$ cat config.mk
export PLATFORM = sky130hd
export DESIGN_NAME = timer_irq_router
export DESIGN_NICKNAME = d
export VERILOG_FILES = /design/src/rtl/tir_pkg.sv /design/src/rtl/tir_ctrl.sv /design/src/rtl/tir_datapath.sv /design/src/rtl/timer_irq_router.sv
export SDC_FILE = /design/constraint.sdc
export NUM_CORES = 1
export LEC_CHECK = 0
export ABC_AREA = 0
export BUFFER_PORTS_ARGS = -buffer_cell sky130_fd_sc_hd__buf_2
export CORE_AREA = 5 5 146 148
export DETAILED_ROUTE_END_ITERATION = 10
export DIE_AREA = 0 0 151 153
export SYNTH_ARGS = -nofsm -noshare
export SYNTH_HDL_FRONTEND = slang
export SYNTH_SLANG_ARGS = --single-unit
$ cat constraint.sdc
create_clock -name clk -period 1.57 [get_ports clk]
set_input_delay 0.0785 -clock clk [delete_from_list [all_inputs] [get_ports clk]]
set_output_delay 0.0785 -clock clk [all_outputs]
set_load 0.005 [all_outputs]
$ cat src/rtl/tir_pkg.sv
package tir_pkg;

  typedef enum logic [1:0] {
    ROUTE_FIELD = 2'd0,
    ROUTE_LEG_A = 2'd1,
    ROUTE_LEG_B = 2'd2
  } routeSel_t;

  // Channels 0 and 1 are taken over while the legacy mode is active.
  function automatic routeSel_t pickRoute(input int ch, input logic legacy);
    if (legacy && ch == 0) return ROUTE_LEG_A;
    if (legacy && ch == 1) return ROUTE_LEG_B;
    return ROUTE_FIELD;
  endfunction

  localparam int STRB_FIELDS = 6;

endpackage

$ cat src/rtl/tir_ctrl.sv
module tir_ctrl #(
  parameter int NUM_CH = 4,
  localparam int STRB_W = tir_pkg::STRB_FIELDS * NUM_CH
) (
  input  logic [NUM_CH-1:0] chMatch,
  input  logic [NUM_CH-1:0] chEnable,
  input  logic [NUM_CH-1:0] chLevel,
  input  logic [NUM_CH-1:0] chMsgEn,
  input  logic              globalEn,
  input  logic              statusWrEn,
  input  logic [NUM_CH-1:0] statusWrData,
  input  logic              msgAck,
  input  logic [NUM_CH-1:0] pending,
  output logic [STRB_W-1:0] strbBus
);

  typedef struct packed {
    logic [NUM_CH-1:0] setStat;
    logic [NUM_CH-1:0] clrStat;
    logic [NUM_CH-1:0] firePulse;
    logic [NUM_CH-1:0] queueMsg;
    logic [NUM_CH-1:0] dropMsg;
    logic [NUM_CH-1:0] grant;
  } strb_t;

  strb_t strb;
  logic  found;
  logic  live;
  logic  evt;

  always_comb begin
    strb  = '0;
    found = 1'b0;
    live  = 1'b0;
    evt   = 1'b0;
    for (int c = 0; c < NUM_CH; c++) begin
      live = chEnable[c] & globalEn;
      evt  = chMatch[c] & live;
      strb.setStat[c]   = evt & chLevel[c] & ~chMsgEn[c];
      strb.firePulse[c] = evt & ~chLevel[c] & ~chMsgEn[c];
      strb.queueMsg[c]  = evt & chMsgEn[c];
      strb.clrStat[c]   = ~live | (statusWrEn & statusWrData[c]) |
                          strb.firePulse[c];
      if (pending[c] && !found) begin
        strb.grant[c] = 1'b1;
        found = 1'b1;
      end
    end
    strb.dropMsg = strb.grant & {NUM_CH{msgAck}};
  end

  assign strbBus = strb;

endmodule

$ cat src/rtl/tir_datapath.sv
module tir_datapath #(
  parameter int NUM_CH     = 4,
  parameter int NUM_LINES  = 16,
  parameter int LEG_LINE_A = 0,
  parameter int LEG_LINE_B = 8,
  localparam int RW     = $clog2(NUM_LINES),
  localparam int STRB_W = tir_pkg::STRB_FIELDS * NUM_CH
) (
  input  logic                         clk,
  input  logic                         rstN,
  input  logic [STRB_W-1:0]            strbBus,
  input  logic [NUM_CH-1:0][RW-1:0]    chRoute,
  input  logic [NUM_CH-1:0][63:0]      chMsgWord,
  input  logic                         legacyMode,
  input  logic                         legIn0,
  input  logic                         legIn1,
  output logic [NUM_CH-1:0]            pending,
  output logic [NUM_LINES-1:0]         irqLines,
  output logic [NUM_CH-1:0]            statusBits,
  output logic                         legacyTimerEn,
  output logic                         msgValid,
  output logic [31:0]                  msgAddr,
  output logic [31:0]                  msgData
);
  import tir_pkg::*;

  typedef struct packed {
    logic [NUM_CH-1:0] setStat;
    logic [NUM_CH-1:0] clrStat;
    logic [NUM_CH-1:0] firePulse;
    logic [NUM_CH-1:0] queueMsg;
    logic [NUM_CH-1:0] dropMsg;
    logic [NUM_CH-1:0] grant;
  } strb_t;

  strb_t strb;
  assign strb = strb_t'(strbBus);

  logic [NUM_CH-1:0] statQ;
  logic [NUM_CH-1:0] pulseQ;
  logic [NUM_CH-1:0] pendQ;
  logic              legacyQ;
  logic              leg0Q;
  logic              leg1Q;

  always_ff @(posedge clk) begin
    if (!rstN) begin
      statQ   <= '0;
      pulseQ  <= '0;
      pendQ   <= '0;
      legacyQ <= 1'b0;
      leg0Q   <= 1'b0;
      leg1Q   <= 1'b0;
    end else begin
      statQ   <= (statQ & ~strb.clrStat) | strb.setStat;
      pulseQ  <= strb.firePulse;
      pendQ   <= (pendQ & ~strb.dropMsg) | strb.queueMsg;
      legacyQ <= legacyMode;
      leg0Q   <= legIn0;
      leg1Q   <= legIn1;
    end
  end

  // Effective target line per channel
  logic [NUM_CH-1:0][RW-1:0] effRoute;
  logic [NUM_CH-1:0]         active;

  always_comb begin
    for (int c = 0; c < NUM_CH; c++) begin
      unique case (pickRoute(c, legacyQ))
        ROUTE_LEG_A: effRoute[c] = RW'(LEG_LINE_A);
        ROUTE_LEG_B: effRoute[c] = RW'(LEG_LINE_B);
        default:     effRoute[c] = chRoute[c];
      endcase
    end
  end

  assign active = statQ | pulseQ;

  for (genvar L = 0; L < NUM_LINES; L++) begin : g_line
    logic chHit;
    logic legHit;
    always_comb begin
      chHit = 1'b0;
      for (int c = 0; c < NUM_CH; c++) begin
        if (active[c] && effRoute[c] == RW'(L)) chHit = 1'b1;
      end
    end
    if (L == LEG_LINE_A) begin : g_legA
      assign legHit = ~legacyQ & leg0Q;
    end else if (L == LEG_LINE_B) begin : g_legB
      assign legHit = ~legacyQ & leg1Q;
    end else begin : g_plain
      assign legHit = 1'b0;
    end
    assign irqLines[L] = chHit | legHit;
  end

  // Message payload from the granted channel
  always_comb begin
    msgAddr = '0;
    msgData = '0;
    for (int c = 0; c < NUM_CH; c++) begin
      if (strb.grant[c]) begin
        msgAddr = chMsgWord[c][63:32];
        msgData = chMsgWord[c][31:0];
      end
    end
  end

  assign pending       = pendQ;
  assign msgValid      = |pendQ;
  assign statusBits    = statQ;
  assign legacyTimerEn = ~legacyQ;

endmodule

$ cat src/rtl/timer_irq_router.sv
module timer_irq_router #(
  parameter int NUM_CH     = 4,
  parameter int NUM_LINES  = 16,
  parameter int LEG_LINE_A = 0,
  parameter int LEG_LINE_B = 8,
  localparam int RW     = $clog2(NUM_LINES),
  localparam int STRB_W = tir_pkg::STRB_FIELDS * NUM_CH
) (
  input  logic                      clk,
  input  logic                      rstN,
  input  logic [NUM_CH-1:0]         chMatch,
  input  logic [NUM_CH-1:0]         chEnable,
  input  logic [NUM_CH-1:0]         chLevel,
  input  logic [NUM_CH-1:0]         chMsgEn,
  input  logic [NUM_CH-1:0][RW-1:0] chRoute,
  input  logic [NUM_CH-1:0][63:0]   chMsgWord,
  input  logic                      globalEn,
  input  logic                      legacyMode,
  input  logic                      legIn0,
  input  logic                      legIn1,
  input  logic                      statusWrEn,
  input  logic [NUM_CH-1:0]         statusWrData,
  input  logic                      msgAck,
  output logic [NUM_LINES-1:0]      irqLines,
  output logic [NUM_CH-1:0]         statusBits,
  output logic                      legacyTimerEn,
  output logic                      msgValid,
  output logic [31:0]               msgAddr,
  output logic [31:0]               msgData
);

  logic [STRB_W-1:0] strbBus;
  logic [NUM_CH-1:0] pending;

  tir_ctrl #(.NUM_CH(NUM_CH)) ctrl_i (
    .chMatch      (chMatch),
    .chEnable     (chEnable),
    .chLevel      (chLevel),
    .chMsgEn      (chMsgEn),
    .globalEn     (globalEn),
    .statusWrEn   (statusWrEn),
    .statusWrData (statusWrData),
    .msgAck       (msgAck),
    .pending      (pending),
    .strbBus      (strbBus)
  );

  tir_datapath #(
    .NUM_CH     (NUM_CH),
    .NUM_LINES  (NUM_LINES),
    .LEG_LINE_A (LEG_LINE_A),
    .LEG_LINE_B (LEG_LINE_B)
  ) dp_i (
    .clk           (clk),
    .rstN          (rstN),
    .strbBus       (strbBus),
    .chRoute       (chRoute),
    .chMsgWord     (chMsgWord),
    .legacyMode    (legacyMode),
    .legIn0        (legIn0),
    .legIn1        (legIn1),
    .pending       (pending),
    .irqLines      (irqLines),
    .statusBits    (statusBits),
    .legacyTimerEn (legacyTimerEn),
    .msgValid      (msgValid),
    .msgAddr       (msgAddr),
    .msgData       (msgData)
  );

endmodule

# Word-level counts from Yosys, hierarchy flattened
# Index checks and enable logic that the tools add are counted.
# Widths: inputs -> output; s select.
[classes]
eq_ne = 64
muxes = 85
bitwise = 65
n_reduce_logical = 75
[op_table]
columns = ["cell", "count"]
rows = [
  ["$mux 32", 8],
  ["$eq 4x4->1 const B", 32],
  ["$mux 1", 71],
  ["$logic_and 1x1->1", 67],
  ["$eq 4x3->1 const B", 16],
  ["$and 1x1->1", 34],
  ["$eq 4x2->1 const B", 8],
  ["$eq 4x1->1 const B", 4],
  ["$logic_not 4->1", 4],
  ["$pmux 4 s2", 2],
  ["$not 1->1", 13],
  ["$and 4x4->4", 3],
  ["$or 4x4->4", 3],
  ["$or 1x1->1", 10],
  ["$mux 2", 4],
  ["$not 4->4", 2],
  ["$eq 2x1->1 const B", 2],
  ["$eq 2x2->1 const B", 2],
  ["$reduce_or 4->1", 1],
  ["$logic_not 1->1", 3],
]
[totals]
ff_bits = 15
inputBits = 300
output_inout_bits = 86
elab_cells = 295

# Longest topological paths before layout
# Gate-level depths: netlist (run 1).
[depth]
depth_word = 14
ltp_mapped = 7
depth_no_buf = 4

# Modules after synthesis
# From an unflattened synthesis (run 1), not the netlist that was laid out.
[unflattened]
hier_cells = 516
area_unflattened_um2 = 3460.8
[modules_own_cells]
columns = ["mod", "n_inst", "cells_per_inst", "area_each_um2", "seq_area_each_um2"]
rows = [
  ["tir_datapath", 1, 476, 3218.1, 300.3],
  ["tir_ctrl", 1, 40, 242.7, 0.0],
]

# Worst setup path after synthesis (run 1)
# OpenSTA, ideal clock, no wires.
[synth_timing]
path_type = "register -> output"
startpoint = "register dp_i.statQ[0], in the netlist dp_i.statusBits[0]"
endpoint = "output irqLines[15]"
arrival_time_ns = 1.296
required_ns = 1.492
setup_slack_ns = 0.195
stages_incl_launch_ff = 5
path_buffers = 1
path_cell_list = "dfxtp_1 nor2_1 and4bb_2 a221o_1 buf_4"
[synth_via]
elab_chain_len = 6
[synth_lines]
columns = ["element", "line", "rtl"]
rows = [
  ["start: declaration", "tir_datapath.sv:39", "logic [NUM_CH-1:0] statQ;"],
  ["start signal: assignment", "tir_datapath.sv:55", "statQ <= (statQ & ~strb.clrStat) | strb.setStat;"],
  ["$or 4x4->4", "tir_datapath.sv:78", "assign active = statQ | pulseQ;"],
  ["$logic_and 1x1->1", "tir_datapath.sv:86", "if (active[c] && effRoute[c] == RW'(L)) chHit = 1'b1;"],
  ["$mux 1 (4 in series)", "tir_datapath.sv:86", ""],
  ["end: declaration", "timer_irq_router.sv:24", "output logic [NUM_LINES-1:0] irqLines,"],
]
# Every way passes these cells.

# Final worst setup path (run 1)
[layout_timing]
startpoint = "register dp_i.pendQ[1], in the netlist dp_i.pending[1]"
endpoint = "output msgAddr[11]"
[layout_via]
elab_chain_len = 9
[layout_lines]
columns = ["element", "line", "rtl"]
rows = [
  ["start: declaration", "tir_datapath.sv:41", "logic [NUM_CH-1:0] pendQ;"],
  ["start signal: assignment", "tir_datapath.sv:57", "pendQ <= (pendQ & ~strb.dropMsg) | strb.queueMsg;"],
  ["$logic_and 1x1->1 *", "tir_ctrl.sv:44", "if (pending[c] && !found) begin"],
  ["$mux 1", "tir_ctrl.sv:44", ""],
  ["$logic_not 1->1", "tir_ctrl.sv:44", ""],
  ["$logic_and 1x1->1", "tir_ctrl.sv:44", ""],
  ["$mux 1", "tir_ctrl.sv:44", ""],
  ["$logic_not 1->1", "tir_ctrl.sv:44", ""],
  ["$logic_and 1x1->1", "tir_ctrl.sv:44", ""],
  ["$mux 1", "tir_ctrl.sv:44", ""],
  ["$mux 32 *", "tir_datapath.sv:104", "if (strb.grant[c]) begin"],
  ["end: declaration", "timer_irq_router.sv:28", "output logic [31:0] msgAddr,"],
]
# Mark *: on every way between the ends. The rest lies on a longest branch, timed or not.

==> flow_metrics.py, run 1 <==
metrics = {
    "outcome": {
        "status": "finished, violations left",
        "violations": "negative setup slack",
    },
    "route": {
        "first_pass_iters": 5,
        "wl_per_cell_um": 19.70,
        "viasPerCell": 4.881,
        "vias": 5174,
        "final_antenna_net_count": 0,
        "drtIter0Drc": 351,
        "drc": 0,
        "wl_um": 20880,
    },
    "pwr": {
        "vdd_drop_max_uv": 274.6,
        "power_density_nw_per_um2": 317.6,
        "power_mw": 1.985,
        "p_leak_nw": 3.082,
    },
    "worst_setup_path": {
        "cp.required_ps": 1490,
        "slowest_delay_ps": 370,
        "cp-end-kind": "primary output",
        "crit_path_top_delay_cell": "dfxtp_4",
        "r2r_slack_ps": 380,
        "critPathTopFamily": "compound AO/OA/AOI/OAI gates",
        "worstPathMaxFanout": 21,
        "critPathBufInv": 3,
        "crit_chain": "buf_4 -> buf_12 -> a22oi_2 -> nor2_1 -> a221o_1 -> buf_2",
        "worst_ep_arrival_time_ps": 1640,
        "cp-start-kind": "flip-flop",
        "path_class": "reg2out",
    },
    "global_routing": {
        "grtUsageTotal_pct": 15.79,
        "grt_first_pass_wirelength_um": 28600,
        "grt_max_degree": 49,
        "antenna_found_initial": 1,
        "grt_pass1_vias": 5025,
        "grt_overflow_total": 0,
    },
    "sta": {
        "setup_violations": 74,
        "slew-limit-headroom_pct": 72.63,
        "timing.final.crit_share_pct": 109.7,
        "hold_viol_final": 0,
        "setup_ws_ps": -151.7,
        "rsz0062_at_grt": "true",
        "worstMarginPinSlew_ps": 409.7,
        "hold_ws_ps": 8.852,
        "finalCriticalPeriod_ps": 1722,
        "skew_ps": 0.1663,
        "fmax_ghz": 0.5808,
        "tns_ps": -7108,
        "maxSlewViolCount": 0,
    },
    "finish": {
        "num_antenna_cells": 0,
        "fin_nets": 1091,
        "final_cell_area_um2": 6250,
        "final_layout_size_suffix_gt1_share_pct": 70.63,
        "syn2layout_area_growth_pct": 92.34,
        "finalNonFillerCells": 1060,
        "fillers": 2190,
    },
    "cts": {
        "clock-root-buffer": "clkbuf_16",
        "clockBufferDepth": 2,
        "cts_buffers": 3,
        "clkTransAtPathRegs_ps": 50,
        "insertion_delay_ps": 250,
        "cts_tree": "built",
        "clock_sinks": 15,
        "h-tree-depth": 1,
    },
    "placed_design": {
        "dp.cells": 1037,
        "place.gp.congestion": 0.9427,
        "dpl-instance-area_um2": 5478,
        "numPortBuffers": 385,
        "place_hpwl_um": 16370,
    },
    "synthesis": {
        "yosys.area.top_type": "a22oi_2",
        "synth-seq-area-share_pct": 9.241,
        "synth_top_area_share_pct": 23.10,
        "ys_seq_elements": 15,
        "yosys.area_share.simple_pct": 24.80,
        "synth-compound-area-share_pct": 53.22,
        "synth_edf_count": 0,
        "yosysUniqueCellTypes": 38,
        "synth_mux_area_share_pct": 0.6161,
        "synth_xor_area_share_pct": 0,
        "synth_cells": 400,
        "synth_ff_type": "dfxtp_1",
        "syn_nets": 700,
        "yosysWarnings": 0,
        "syn_area_um2": 3249,
        "synth_common_cells": "75 x nor2_1, 67 x a221o_1, 60 x a22oi_2",
        "syn_area_per_cell_um2": 8.123,
        "async_flop_share_pct": 0,
        "synth_area_leaders": "a22oi_2 23%, a221o_1 21%, dfxtp_1 9.2%, nor2_1 8.7%, buf_6 5.5%",
        "synth_top_family_by_area": "compound AO/OA/AOI/OAI gates",
        "yosys.area_share.adder_pct": 0,
        "synth.most_common_cell": "nor2_1",
    },
    "floorplanning": {
        "fp.coreArea_um2": 19910,
        "die_h_um": 153,
        "start_util_pct": 16.32,
        "ios": 386,
        "fp-row-count": 52,
        "die_w_um": 151,
        "die_area_um2": 23100,
    },
    "run": {
        "maxCapViolCount": 0,
    },
    "hold_path": {
        "hold_path.class": "in2reg",
    },
}
-- report_power, final --
part	leakage [nW]	switching [mW]	internal [mW]	total, mW
Clock	0.0382	0.166	0.345	0.511
Sequential	0.127	0.00961	0.387	0.397
Combinational	2.92	0.492	0.585	1.08
Total	3.08	0.668	1.32	1.98
-- flip-flops by register name (all words and copies together), names as in the netlist --
name             count
dp_i.leg0Q           1
dp_i.statusBits      4
dp_i.pulseQ          4
dp_i.pending         4
dp_i.leg1Q           1
dp_i.legacyQ         1
-- worst paths after layout --
kind              cells after the start                             to                     startpoint
hold / removal                        2      dp_i.pulseQ[3]$_SDFF_PN0_                     chLevel[3]
setup reg to reg                      4     dp_i.pending[3]$_SDFF_PN0_     dp_i.pending[0]$_SDFF_PN0_
hold reg to reg                       2  dp_i.statusBits[0]$_SDFF_PN0_  dp_i.statusBits[0]$_SDFF_PN0_
setup / recovery                      6                    msgAddr[11]     dp_i.pending[1]$_SDFF_PN0_
-- routing by layer --
metal / up-vias / track usage [%] / wire length (µm) / share of wire, %
met2: 315 / 28.07 / 10270 / 49
met3: 34 / 2.961 / 1786 / 8.6
li1: 2394 / - / - / -
met4: 2 / 3.022 / 553 / 2.6
met1: 2429 / 19.80 / 8259 / 40
met5: - / 0 / 7 / 0.034
-- worst register-to-register path: cells and delay by family (launching register included) --
| kind | cells | cell delay, ps |
|---|---|---|
| buf+inv | 1 | 190 |
| flops | 1 | 380 |
| simple gates | 1 | 180 |
| compound gates | 2 | 310 |
-- metrics by stage --
stage	utilization [%]	worst slack, ps
floorplan	-	195.1
CTS	29.98	-171.9
detailed placement	27.51	38.41
global placement	27.51	46.48
finish	31.39	-151.7
global route	31.39	-210.4
-- layout by cell type (no fill, tap or decap), drive strengths merged --
master,count
and3,2
nand3,8
mux2i,2
nand2b,11
nor3,5
a222oi,5
o21bai,1
or2,1
inv,1
a21oi,3
nor3b,11
nor4,3
buf,433
a221oi,1
a21boi,6
dfxtp,15
o21ai,3
nor2b,5
nor2,75
o31ai,1
nand2,25
clkbuf,9
a32o,3
and4bb,1
a221o,67
dlygate4sd3,1
nand4,4
a22oi,73
a32oi,2
and2,4
nor4b,3
nand3b,3
or4,1
o211ai,1
o22ai,1
-- repair_timing --
item                                    in CTS  in global routing
endpoints found under the hold margin        0                  1
endpoints found under the setup margin      81                 81
pin swaps                                   28                 57
gates cloned                                 2                  6
hold buffers                                 0                  1
buffers inserted                            11                  4
resized for setup                           67                 36
-- logic make-up (layout without fill, tap and decap cells) --
group | Yosys count | in the layout
multiplexers | 2 | 2
buffers and inverters | 54 | 444
AO/OA/AOI/OAI | 167 | 167
flip-flops | 15 | 15
AND/OR/NAND/NOR | 162 | 162
-- final cells by class --
type | count | area (µm²) | area share (%)
multi-input combinational | 331 | 2810 | 44.97
clock buffer | 4 | 78.83 | 1.261
timing repair buffer | 439 | 2700 | 43.20
inverter | 1 | 3.754 | 0.06006
sequential | 15 | 319.1 | 5.105
tap | 270 | 337.8 | 5.405
(Power assumes the default switching activity.)
==> inputs of run 2 (changes only) <==
--- a/config.mk
+++ b/config.mk
@@ -10,6 +10,8 @@
 export CORE_AREA = 5 5 146 148
 export DETAILED_ROUTE_END_ITERATION = 10
 export DIE_AREA = 0 0 151 153
+export PLACE_DENSITY = 0.45
+export REMOVE_ABC_BUFFERS = 1
 export SYNTH_ARGS = -nofsm -noshare
 export SYNTH_HDL_FRONTEND = slang
 export SYNTH_SLANG_ARGS = --single-unit
==> run 2 against run 1 <==
Against the previous run:
- combinational power hardly changed
- via count shrank 0.48%
- worst hold slack got worse by 11 ps
- critical path depth did not move
- flip-flop and latch count unchanged
- sequential power about the same
- non-clock buffer count is 4 higher
- largest cell class unchanged
- setup slack lost 24 ps
- the run ends with negative hold slack, negative setup slack left
- clock skew hardly changed
- sequential share of layout area is essentially flat
- final cell count rose by 0.85%
==> flow_metrics.py, run 2 (synthesis gave the netlist of run 1 again) <==
metrics = {
    "outcome": {
        "status": "finished, violations left",
        "violations": "negative hold slack, negative setup slack",
    },
    "finish": {
        "finalNonFillerCells": 1069,
        "mostFrequentLayoutCells": "380 x buf_2, 68 x a22oi_2, 67 x nor2_1, 67 x a221o_1, 29 x buf_4",
        "final_common_cell": "buf_2",
        "fin_nets": 1095,
        "final_layout_size_suffix_gt1_share_pct": 69.90,
        "syn2layout_area_growth_pct": 91.72,
    },
    "placed_design": {
        "numPortBuffers": 385,
        "place.gp.congestion": 0.9248,
        "dp.cells": 1043,
        "place_hpwl_um": 17720,
    },
    "sta": {
        "maxSlewViolCount": 0,
        "finalCriticalPeriod_ps": 1746,
        "timing.final.crit_share_pct": 111.2,
        "hold_viol_final": 1,
        "fmax_ghz": 0.5728,
        "setup_violations": 79,
        "setup_ws_ps": -175.7,
        "slew-limit-headroom_pct": 67.86,
        "worstMarginPinSlew_ps": 478.4,
        "hold_ws_ps": -2.538,
        "skew_ps": 0.1154,
        "rsz0062_at_grt": "true",
    },
    "floorplanning": {
        "die_w_um": 151,
        "die_h_um": 153,
        "fp-row-count": 52,
        "ios": 386,
        "start_util_pct": 16.32,
        "die_area_um2": 23100,
        "fp.coreArea_um2": 19910,
    },
    "global_routing": {
        "grt_first_pass_wirelength_um": 31170,
        "grt_overflow_total": 0,
        "grtUsageTotal_pct": 17.39,
        "grt_pass1_vias": 5094,
        "antenna_found_initial": 7,
        "grt_max_degree": 35,
    },
    "cts": {
        "cts_buffers": 3,
        "clock-root-buffer": "clkbuf_16",
        "clkTransAtPathRegs_ps": 60,
        "clock_sinks": 15,
        "h-tree-depth": 1,
        "cts_tree": "built",
        "insertion_delay_ps": 260,
        "clockBufferDepth": 2,
    },
    "pwr": {
        "power_density_nw_per_um2": 324.7,
        "power_mw": 2.023,
        "vdd_drop_max_uv": 270.8,
        "p_leak_nw": 3.059,
    },
    "worst_setup_path": {
        "cp-end-kind": "primary output",
        "cp.required_ps": 1490,
        "worstPathMaxFanout": 29,
        "worst_ep_arrival_time_ps": 1670,
        "cp-start-kind": "flip-flop",
        "path_class": "reg2out",
    },
    "route": {
        "viasPerCell": 4.817,
        "wl_per_cell_um": 20.96,
        "wl_um": 22400,
        "drtIter0Drc": 209,
        "drc": 0,
        "first_pass_iters": 5,
        "final_antenna_net_count": 0,
        "vias": 5149,
    },
    "run": {
        "maxCapViolCount": 0,
    },
    "hold_path": {
        "hold_path.class": "in2reg",
    },
}
## run 2: timing repair
action,CTS,global route
buffers inserted,13,5
hold buffers,0,0
pin swaps,39,67
gates cloned,4,4
hold endpoints to repair,0,0
gates resized for setup,55,19
endpoints found under the setup margin,81,81
## run 2: final timing paths
kind | start | to | slack (ps) | depth (start not counted)
worst min register to register | dp_i.pending[3]$_SDFF_PN0_ | dp_i.pending[3]$_SDFF_PN0_ | 490 | 2
worst min-delay path | chLevel[1] | dp_i.pulseQ[1]$_SDFF_PN0_ | -3 | 2
worst max-delay path | dp_i.pending[1]$_SDFF_PN0_ | msgAddr[6] | -180 | 6
worst max register to register | dp_i.pending[0]$_SDFF_PN0_ | dp_i.pending[3]$_SDFF_PN0_ | 250 | 4
## run 2: cell type report
cell class | count | area (µm²)
clock inverters | 1 | 5.005
repair buffers | 443 | 2719
well taps | 270 | 337.8
diodes | 5 | 12.51
fillers | 2209 | 13680
multi-input cells | 331 | 2754
clock buffers | 3 | 75.07
inverters | 1 | 6.256
flip-flops and latches | 15 | 320.3
## run 2: critical path, cell delays in order, from the launching register on
cell,delay (ps)
dfxtp_4,370
buf_4,150
buf_12,160
a22oi_2,220
nor2_1,80
a221o_1,250
buf_2,140
## run 2: metal layers
layer | share of wire (%) | GRT usage (%) | vias to the layer above | routed length, µm
met5 | 0.25 | 0 | - | 55
met4 | 2.2 | 4.447 | 8 | 501
met3 | 9.6 | 5.153 | 37 | 2141
met2 | 48 | 29.60 | 292 | 10820
met1 | 40 | 21.31 | 2402 | 8884
li1 | - | - | 2410 | -
## run 2: per-stage QoR
stage	setup TNS [ps]	area (µm²)	worst slack (ps)	util, %	hold slack [ps]
finish	-8817	6230	-175.7	31.29	-2.538
detailed placement	0	5560	46.94	27.93	268.8
global route	-13920	6222	-233.9	31.25	10.90
CTS	-7698	6021	-178.5	30.24	1.711
global placement	0	5560	46.45	27.93	269.5
floorplan	-218250	2859	-3305	-	154.0
## run 2: power by group
group / internal, mW / switching, mW
logic: 0.592 / 0.493
registers: 0.387 / 0.00951
clock network: 0.342 / 0.199
total: 1.32 / 0.701
